===== src/rtl/iommu_ctx_pkg.sv =====
package iommu_ctx_pkg;
  localparam int DW          = 32;
  localparam int SPAN_LG     = 6;
  localparam int NPLAIN      = 8;
  localparam int PLAIN_W     = $clog2(NPLAIN);
  localparam int NFLAG       = 4;

  localparam logic [5:0] OFS_CTL   = 6'h00;
  localparam logic [5:0] OFS_STAT  = 6'h20;
  localparam logic [5:0] OFS_FADDR = 6'h24;

  localparam int FLUSH_BIT = 1;
  localparam int INTEN_BIT = 2;
  localparam logic [DW-1:0] CTL_WMASK = 32'h0003_003D;

  typedef enum logic [2:0] {SEL_NONE, SEL_CTL, SEL_STAT, SEL_FADDR, SEL_PLAIN} sel_e;

  function automatic logic [DW-1:0] stat_pack(input logic [NFLAG-1:0] flags,
                                               input logic [2:0] code,
                                               input logic [1:0] lvl);
    return {18'b0, lvl, 1'b0, code, 3'b0, flags[3], 1'b0, flags[2:0]};
  endfunction

  function automatic logic [PLAIN_W-1:0] plain_slot(input logic [5:0] ofs);
    case (ofs)
      6'h08:   return 3'd0;
      6'h0C:   return 3'd1;
      6'h10:   return 3'd2;
      6'h14:   return 3'd3;
      6'h18:   return 3'd4;
      6'h1C:   return 3'd5;
      6'h28:   return 3'd6;
      default: return 3'd7;
    endcase
  endfunction
endpackage


===== src/rtl/ctx_decode.sv =====
module ctx_decode
  import iommu_ctx_pkg::*;
#(
  parameter int NCTX   = 4,
  parameter int CTX_W  = $clog2(NCTX),
  parameter int ADDR_W = SPAN_LG + CTX_W
) (
  input  logic [ADDR_W-1:0]  addr,
  output logic [CTX_W-1:0]   ctx_idx,
  output sel_e               sel,
  output logic [PLAIN_W-1:0] plain_idx
);
  logic [5:0] ofs;

  always_comb begin
    ofs       = {addr[5:2], 2'b00};
    ctx_idx   = addr[ADDR_W-1:SPAN_LG];
    plain_idx = plain_slot(ofs);
    case (ofs)
      OFS_CTL:   sel = SEL_CTL;
      OFS_STAT:  sel = SEL_STAT;
      OFS_FADDR: sel = SEL_FADDR;
      6'h08, 6'h0C, 6'h10, 6'h14,
      6'h18, 6'h1C, 6'h28, 6'h2C: sel = SEL_PLAIN;
      default:   sel = SEL_NONE;
    endcase
  end
endmodule


===== src/rtl/ctx_slot.sv =====
module ctx_slot
  import iommu_ctx_pkg::*;
(
  input  logic               clk,
  input  logic               rst,
  input  logic               wr_en,
  input  sel_e               sel,
  input  logic [PLAIN_W-1:0] plain_idx,
  input  logic [DW-1:0]      wdata,
  input  logic               flt_hit,
  input  logic [NFLAG-1:0]   flt_flags,
  input  logic [2:0]         flt_code,
  input  logic [1:0]         flt_lvl,
  input  logic [DW-1:0]      flt_addr,
  input  logic               flush_ack,
  output logic               flush_req,
  output logic               irq_src,
  output logic [DW-1:0]      rd_word
);
  logic [DW-1:0]    ctl_q;
  logic             pend_q;
  logic [NFLAG-1:0] flags_q;
  logic [2:0]       code_q;
  logic [1:0]       lvl_q;
  logic [DW-1:0]    faddr_q;
  logic [DW-1:0]    plain_q [NPLAIN];

  logic wr_ctl, wr_flush, stat_clr, flt_new, idle_ctx;

  always_comb begin
    wr_ctl   = wr_en && (sel == SEL_CTL);
    wr_flush = wr_ctl && wdata[FLUSH_BIT];
    stat_clr = wr_en && (sel == SEL_STAT) && (wdata == '0);
    flt_new  = flt_hit && (|flt_flags);
    idle_ctx = (flags_q == '0) || stat_clr;
  end

  // control word and flush handshake
  always_ff @(posedge clk) begin
    if (rst) begin
      ctl_q     <= '0;
      pend_q    <= 1'b0;
      flush_req <= 1'b0;
    end else begin
      if (wr_ctl) ctl_q <= wdata & CTL_WMASK & ~(32'd1 << FLUSH_BIT);
      pend_q    <= wr_flush | (pend_q & ~flush_ack);
      flush_req <= wr_flush & (~pend_q | flush_ack);
    end
  end

  // fault capture
  always_ff @(posedge clk) begin
    if (rst) begin
      flags_q <= '0;
      code_q  <= '0;
      lvl_q   <= '0;
      faddr_q <= '0;
    end else begin
      if (stat_clr) begin
        flags_q <= '0;
        code_q  <= '0;
        lvl_q   <= '0;
        faddr_q <= '0;
      end
      if (flt_new) begin
        if (idle_ctx) begin
          flags_q <= flt_flags;
          code_q  <= flt_code;
          lvl_q   <= flt_lvl;
          faddr_q <= flt_addr;
        end else begin
          flags_q <= flags_q | flt_flags;
        end
      end
    end
  end

  // plain storage words
  always_ff @(posedge clk) begin
    if (rst) begin
      for (int i = 0; i < NPLAIN; i++) plain_q[i] <= '0;
    end else if (wr_en && (sel == SEL_PLAIN)) begin
      plain_q[plain_idx] <= wdata;
    end
  end

  always_comb begin
    irq_src = ctl_q[INTEN_BIT] && (flags_q != '0);
    case (sel)
      SEL_CTL:   rd_word = ctl_q | (DW'(pend_q) << FLUSH_BIT);
      SEL_STAT:  rd_word = stat_pack(flags_q, code_q, lvl_q);
      SEL_FADDR: rd_word = faddr_q;
      SEL_PLAIN: rd_word = plain_q[plain_idx];
      default:   rd_word = '0;
    endcase
  end


  req_has_pend_chk: assert property (@(posedge clk) disable iff (rst)
    flush_req |-> pend_q);

  ack_drops_pend_chk: assert property (@(posedge clk) disable iff (rst)
    (pend_q && flush_ack && !wr_flush) |=> !pend_q);

  first_addr_kept_chk: assert property (@(posedge clk) disable iff (rst)
    ((flags_q != '0) && !stat_clr) |=> $stable(faddr_q));

  zero_write_clears_chk: assert property (@(posedge clk) disable iff (rst)
    (stat_clr && !flt_new) |=> (flags_q == '0));

  addr_zero_idle_chk: assert property (@(posedge clk) disable iff (rst)
    (flags_q == '0) |-> (faddr_q == '0));
endmodule


===== src/rtl/iommu_ctx_bank.sv =====
module iommu_ctx_bank
  import iommu_ctx_pkg::*;
#(
  parameter int NCTX   = 4,
  parameter int CTX_W  = $clog2(NCTX),
  parameter int ADDR_W = SPAN_LG + CTX_W
) (
  input  logic              clk,
  input  logic              rst,
  input  logic              host_wr,
  input  logic              host_rd,
  input  logic [ADDR_W-1:0] host_addr,
  input  logic [31:0]       host_wdata,
  output logic [31:0]       host_rdata,
  output logic              host_rvalid,
  input  logic              flt_valid,
  input  logic [CTX_W-1:0]  flt_ctx,
  input  logic [3:0]        flt_flags,
  input  logic [2:0]        flt_code,
  input  logic [1:0]        flt_lvl,
  input  logic [31:0]       flt_addr,
  output logic [NCTX-1:0]   flush_req,
  input  logic [NCTX-1:0]   flush_ack,
  output logic              irq
);
  logic [CTX_W-1:0]   dec_ctx;
  sel_e               dec_sel;
  logic [PLAIN_W-1:0] dec_plain;
  logic [DW-1:0]      slot_rd [NCTX];
  logic [NCTX-1:0]    slot_irq;

  ctx_decode #(.NCTX(NCTX), .CTX_W(CTX_W), .ADDR_W(ADDR_W)) u_dec (
    .addr(host_addr), .ctx_idx(dec_ctx), .sel(dec_sel), .plain_idx(dec_plain)
  );

  for (genvar g = 0; g < NCTX; g++) begin : g_ctx
    ctx_slot u_slot (
      .clk(clk), .rst(rst),
      .wr_en(host_wr && (dec_ctx == CTX_W'(g))),
      .sel(dec_sel), .plain_idx(dec_plain), .wdata(host_wdata),
      .flt_hit(flt_valid && (flt_ctx == CTX_W'(g))),
      .flt_flags(flt_flags), .flt_code(flt_code), .flt_lvl(flt_lvl),
      .flt_addr(flt_addr),
      .flush_ack(flush_ack[g]), .flush_req(flush_req[g]),
      .irq_src(slot_irq[g]), .rd_word(slot_rd[g])
    );
  end

  always_ff @(posedge clk) begin
    if (rst) begin
      host_rdata  <= '0;
      host_rvalid <= 1'b0;
      irq         <= 1'b0;
    end else begin
      host_rvalid <= host_rd;
      if (host_rd) host_rdata <= slot_rd[dec_ctx];
      irq <= |slot_irq;
    end
  end


  rvalid_follows_rd_chk: assert property (@(posedge clk) disable iff (rst)
    host_rd |=> host_rvalid);

  irq_masked_chk: assert property (@(posedge clk) disable iff (rst)
    (slot_irq == '0) |=> !irq);
endmodule


===== config.mk =====
export PLATFORM = sky130hd
export DESIGN_NAME = iommu_ctx_bank
export DESIGN_NICKNAME = d
export VERILOG_FILES = /design/src/rtl/iommu_ctx_pkg.sv /design/src/rtl/ctx_decode.sv /design/src/rtl/ctx_slot.sv /design/src/rtl/iommu_ctx_bank.sv
export SDC_FILE = /design/constraint.sdc
export NUM_CORES = 2
export LEC_CHECK = 0
export ABC_AREA = 1
export ABC_CLOCK_PERIOD_IN_PS = 7200
export CAP_MARGIN = 20
export CORE_MARGIN = 5
export CORE_UTILIZATION = 50
export CTS_BUF_LIST = sky130_fd_sc_hd__clkbuf_8 sky130_fd_sc_hd__clkbuf_16
export DETAILED_ROUTE_END_ITERATION = 7
export PLACE_DENSITY_LB_ADDON = 0.15
export SLEW_MARGIN = 25
export SYNTH_ARGS = -nofsm -noshare
export SYNTH_HDL_FRONTEND = slang
export SYNTH_HIERARCHICAL = 1
export SYNTH_SLANG_ARGS = --single-unit

===== constraint.sdc =====
create_clock -name clk -period 7.2 [get_ports clk]
set_input_delay 1.44 -clock clk [delete_from_list [all_inputs] [get_ports clk]]
set_output_delay 1.44 -clock clk [all_outputs]
set_load 0.03 [all_outputs]

==> flow_metrics.env <==
export IMPL_worstPathArrival_ps=5960
export IMPL_finalCritPeriodShare_pct=73.7
export IMPL_min_period_ps=5310
export IMPL_grt_max_degree=62
export IMPL_crit_start="host_addr[5]"
export IMPL_area_growth_pct=13.9
export IMPL_portBuffers=127
export IMPL_tns_ps=0
export IMPL_ys_types=34
export IMPL_die_w_um=343
export IMPL_ir_worst_vdd_mv=0.191
export IMPL_io_pins=130
export IMPL_yosysSeqAreaShare_pct=64.0
export IMPL_synth_most_common_cell="nor2_1"
export IMPL_grt_pass1_wl_mm=286
export IMPL_insertion_delay_ps=770
export IMPL_synth_area_leaders="edfxtp_1 56%, nor2_1 11%, nand2_1 9.7%, dfxtp_1 8.5%, nand3_1 3.0%"
export IMPL_vias=45100
export IMPL_worstReg2RegStart="g_ctx[0].u_slot/flags_q[3]"
export IMPL_synthSimpleGateAreaFrac_pct=25.7
export IMPL_place_gp_congestion=1.08
export IMPL_ys_ff_latch=1258
export IMPL_drive_above_1_share_pct=7.12
export IMPL_postLayoutCellArea_mm2=0.0631
export IMPL_synth_compound_area_share_pct=5.09
export IMPL_fmax_ghz=0.188
export IMPL_cts_buffer_depth=3
export IMPL_layout_setup_ws_ps=1890
export IMPL_ys_async_sr_fraction_pct=0
export IMPL_post_cts_buffers=0
export IMPL_antenna_found_initial=12
export IMPL_netlist_instances=5992
export IMPL_first_global_vias=41300
export IMPL_dpl_hpwl_mm=125
export IMPL_cp_required_ps=7850
export IMPL_syn_mean_instance_area_um2=9.24
export IMPL_cts_tree="yes"
export IMPL_synth_top_cell_area_share_pct=55.5
export IMPL_core_area_mm2=0.110
export IMPL_p_leak_nw=25.0
export IMPL_drc=0
export IMPL_rsz0062_at_grt="false"
export IMPL_relSlewSlack_pct=25.6
export IMPL_final_instance_count_excl_fill=7731
export IMPL_cp_end_kind="flip-flop"
export IMPL_groute_usage_overall_pct=33.6
export IMPL_synth_edf_count=1024
export IMPL_worstMarginPinSlew_ps=1110
export IMPL_setup_viol=0
export IMPL_critPathKind="primary input to flip-flop"
export IMPL_dieHeight_um=343
export IMPL_synthMuxAreaShare_pct=0
export IMPL_die_area_mm2=0.118
export IMPL_cts_resized_gates=0
export IMPL_drt_initial_drc_count=6190
export IMPL_place_area_mm2=0.0588
export IMPL_netlist_area_mm2=0.0554
export IMPL_start_util_pct=50.2
export IMPL_yosys_area_top_type="edfxtp_1"
export IMPL_synth_fa_ha_area_share_pct=0
export IMPL_pre_cts_ws_ps=1510
export IMPL_fin_skew_ps=23.9
export IMPL_clkSinkCount=1258
export IMPL_postCtsHoldBufs=0
export IMPL_cts_max_level=4
export IMPL_grt_overflow_total=0
export IMPL_hold_class="flip-flop to flip-flop"
export IMPL_rows=122
export IMPL_wl_per_cell_um=26.0
export IMPL_cellPowerDensity_mw_per_mm2=264
export IMPL_numCtsBuffers=136
export IMPL_status="complete, no violations"
export IMPL_wl_mm=201
export IMPL_synth_xor_area_share_pct=0
export IMPL_synth_nets=6084
export IMPL_yosys_top_cells_count="1,582 x nor2_1, 1,434 x nand2_1, 1,024 x edfxtp_1, 332 x inv_1, 329 x nand3_1"
export IMPL_worstPathMaxFanout=22
export IMPL_fillCellCount=9669
export IMPL_finalNetCount=6224
export IMPL_clkTransAtPathRegs_ps=60
export IMPL_dp_cells=7482
export IMPL_hold_viol_final=0
export IMPL_viasPerCell=5.83
export IMPL_min_delay_start="g_ctx[2].u_slot/flags_q[0]"
export IMPL_startpoint_type="primary input"
export IMPL_synth_warnings=6
export IMPL_ant_nets=0
export IMPL_cts_root_buf="clkbuf_16"
export IMPL_drt_pass1_iterations=8
export IMPL_synth_ff_type="edfxtp_1"
export IMPL_cap_violations=0
export IMPL_synth_top_family_by_area="simple AND/OR/NAND/NOR gates"
export IMPL_slew_viol_final=0
-- per-stage QoR --
step | hold WS (ps) | utilization, % | power [W]
after floorplan | 453 | - | 0.00922
after detailed placement | 468 | 53.3 | 0.00998
after global placement | 468 | 53.3 | 0.00996
after global routing | 498 | 57.2 | 0.0171
final | 484 | 57.2 | 0.0167
after CTS | 486 | 57.2 | 0.0167
-- critical path: stages --
cell             delay, ps
clkdlybuf4s50_1        510
inv_2                  120
nand2_1                510
nand3_1                290
buf_4                  180
clkinv_1               810
buf_4                  520
a22oi_1                190
nand3_1                 80
o21ai_0                580
nand2_1                130
nand3_1                230
nand3_1                110
nor2_1                 180
nor2_1                  50
-- worst paths after layout --
kind | to | slack (ps) | depth (start not counted)
setup / recovery | host_rdata[14] | 1890 | 15
hold / removal | g_ctx[2].u_slot/flags_q[0] | 480 | 2
setup reg to reg | g_ctx[0].u_slot/lvl_q[0] | 4390 | 6
hold reg to reg | g_ctx[2].u_slot/flags_q[0] | 480 | 2
-- report_power, final --
group / switching, W / leakage, nW / internal (W)
sequential: 0.000116 / 11.6 / 0.00822
clock: 0.00288 / 2.27 / 0.00389
combinational: 0.00118 / 11.0 / 0.000378
total: 0.00418 / 25.0 / 0.0125
-- flip-flops by register name (all words and copies together) (netlist names), 4 cells and up --
register                cells
g_ctx.u_slot/lvl_q          8
g_ctx.u_slot/ctl_q         28
g_ctx.u_slot/faddr_q      128
g_ctx.u_slot/plain_q     1024
g_ctx.u_slot/code_q        12
g_ctx.u_slot/flags_q       16
g_ctx.u_slot/flush_req      4
host_rdata                 32
g_ctx.u_slot/pend_q         4
-- kinds of logic (layout without fill, tap and decap cells) --
group,after synthesis,after routing
AOI/OAI and AO/OA,468,468
buffers and inverters,725,971
DFF,1258,1258
and+or+nand+nor,3541,3541
other,0,5
-- routing by layer --
| layer | GRT usage [%] | share of wire (%) | routed length [um] |
|---|---|---|---|
| met5 | 0 | 0.025 | 51 |
| met4 | 17.3 | 5.8 | 11700 |
| met3 | 9.44 | 13 | 26200 |
| met2 | 49.0 | 43 | 86100 |
| met1 | 46.2 | 38 | 77100 |
-- placed cells by master (no fill, tap or decap), drive strengths merged, types with 5 or more instances in the layout --
| cell type | Yosys | final |
|---|---|---|
| nand4 | 138 | 138 |
| a22oi | 145 | 145 |
| buf | 77 | 195 |
| edfxtp | 1024 | 1024 |
| dfxtp | 234 | 234 |
| nand3 | 330 | 330 |
| o21ai | 214 | 214 |
| diode | 0 | 5 |
| nor4 | 7 | 7 |
| nor2 | 1596 | 1596 |
| bufinv | 0 | 10 |
| clkdlybuf4s50 | 0 | 122 |
| clkinv | 62 | 106 |
| clkbuf | 238 | 143 |
| nand2 | 1439 | 1439 |
| nor3 | 30 | 30 |
| a21oi | 86 | 86 |
| inv | 348 | 395 |
| o211ai | 7 | 7 |
-- area by class of cell --
type	count	area [um2]	area share, %
clock inverters	101	736	1.17
well taps	1488	1860	2.95
multi-input cells	4009	17200	27.2
inverters	410	1540	2.45
diodes	5	12.5	0.0198
flip-flops and latches	1258	35400	56.1
clock buffers	143	3530	5.60
repair buffers	317	2800	4.43
No activity file was read; power rests on OpenSTA's default activity.
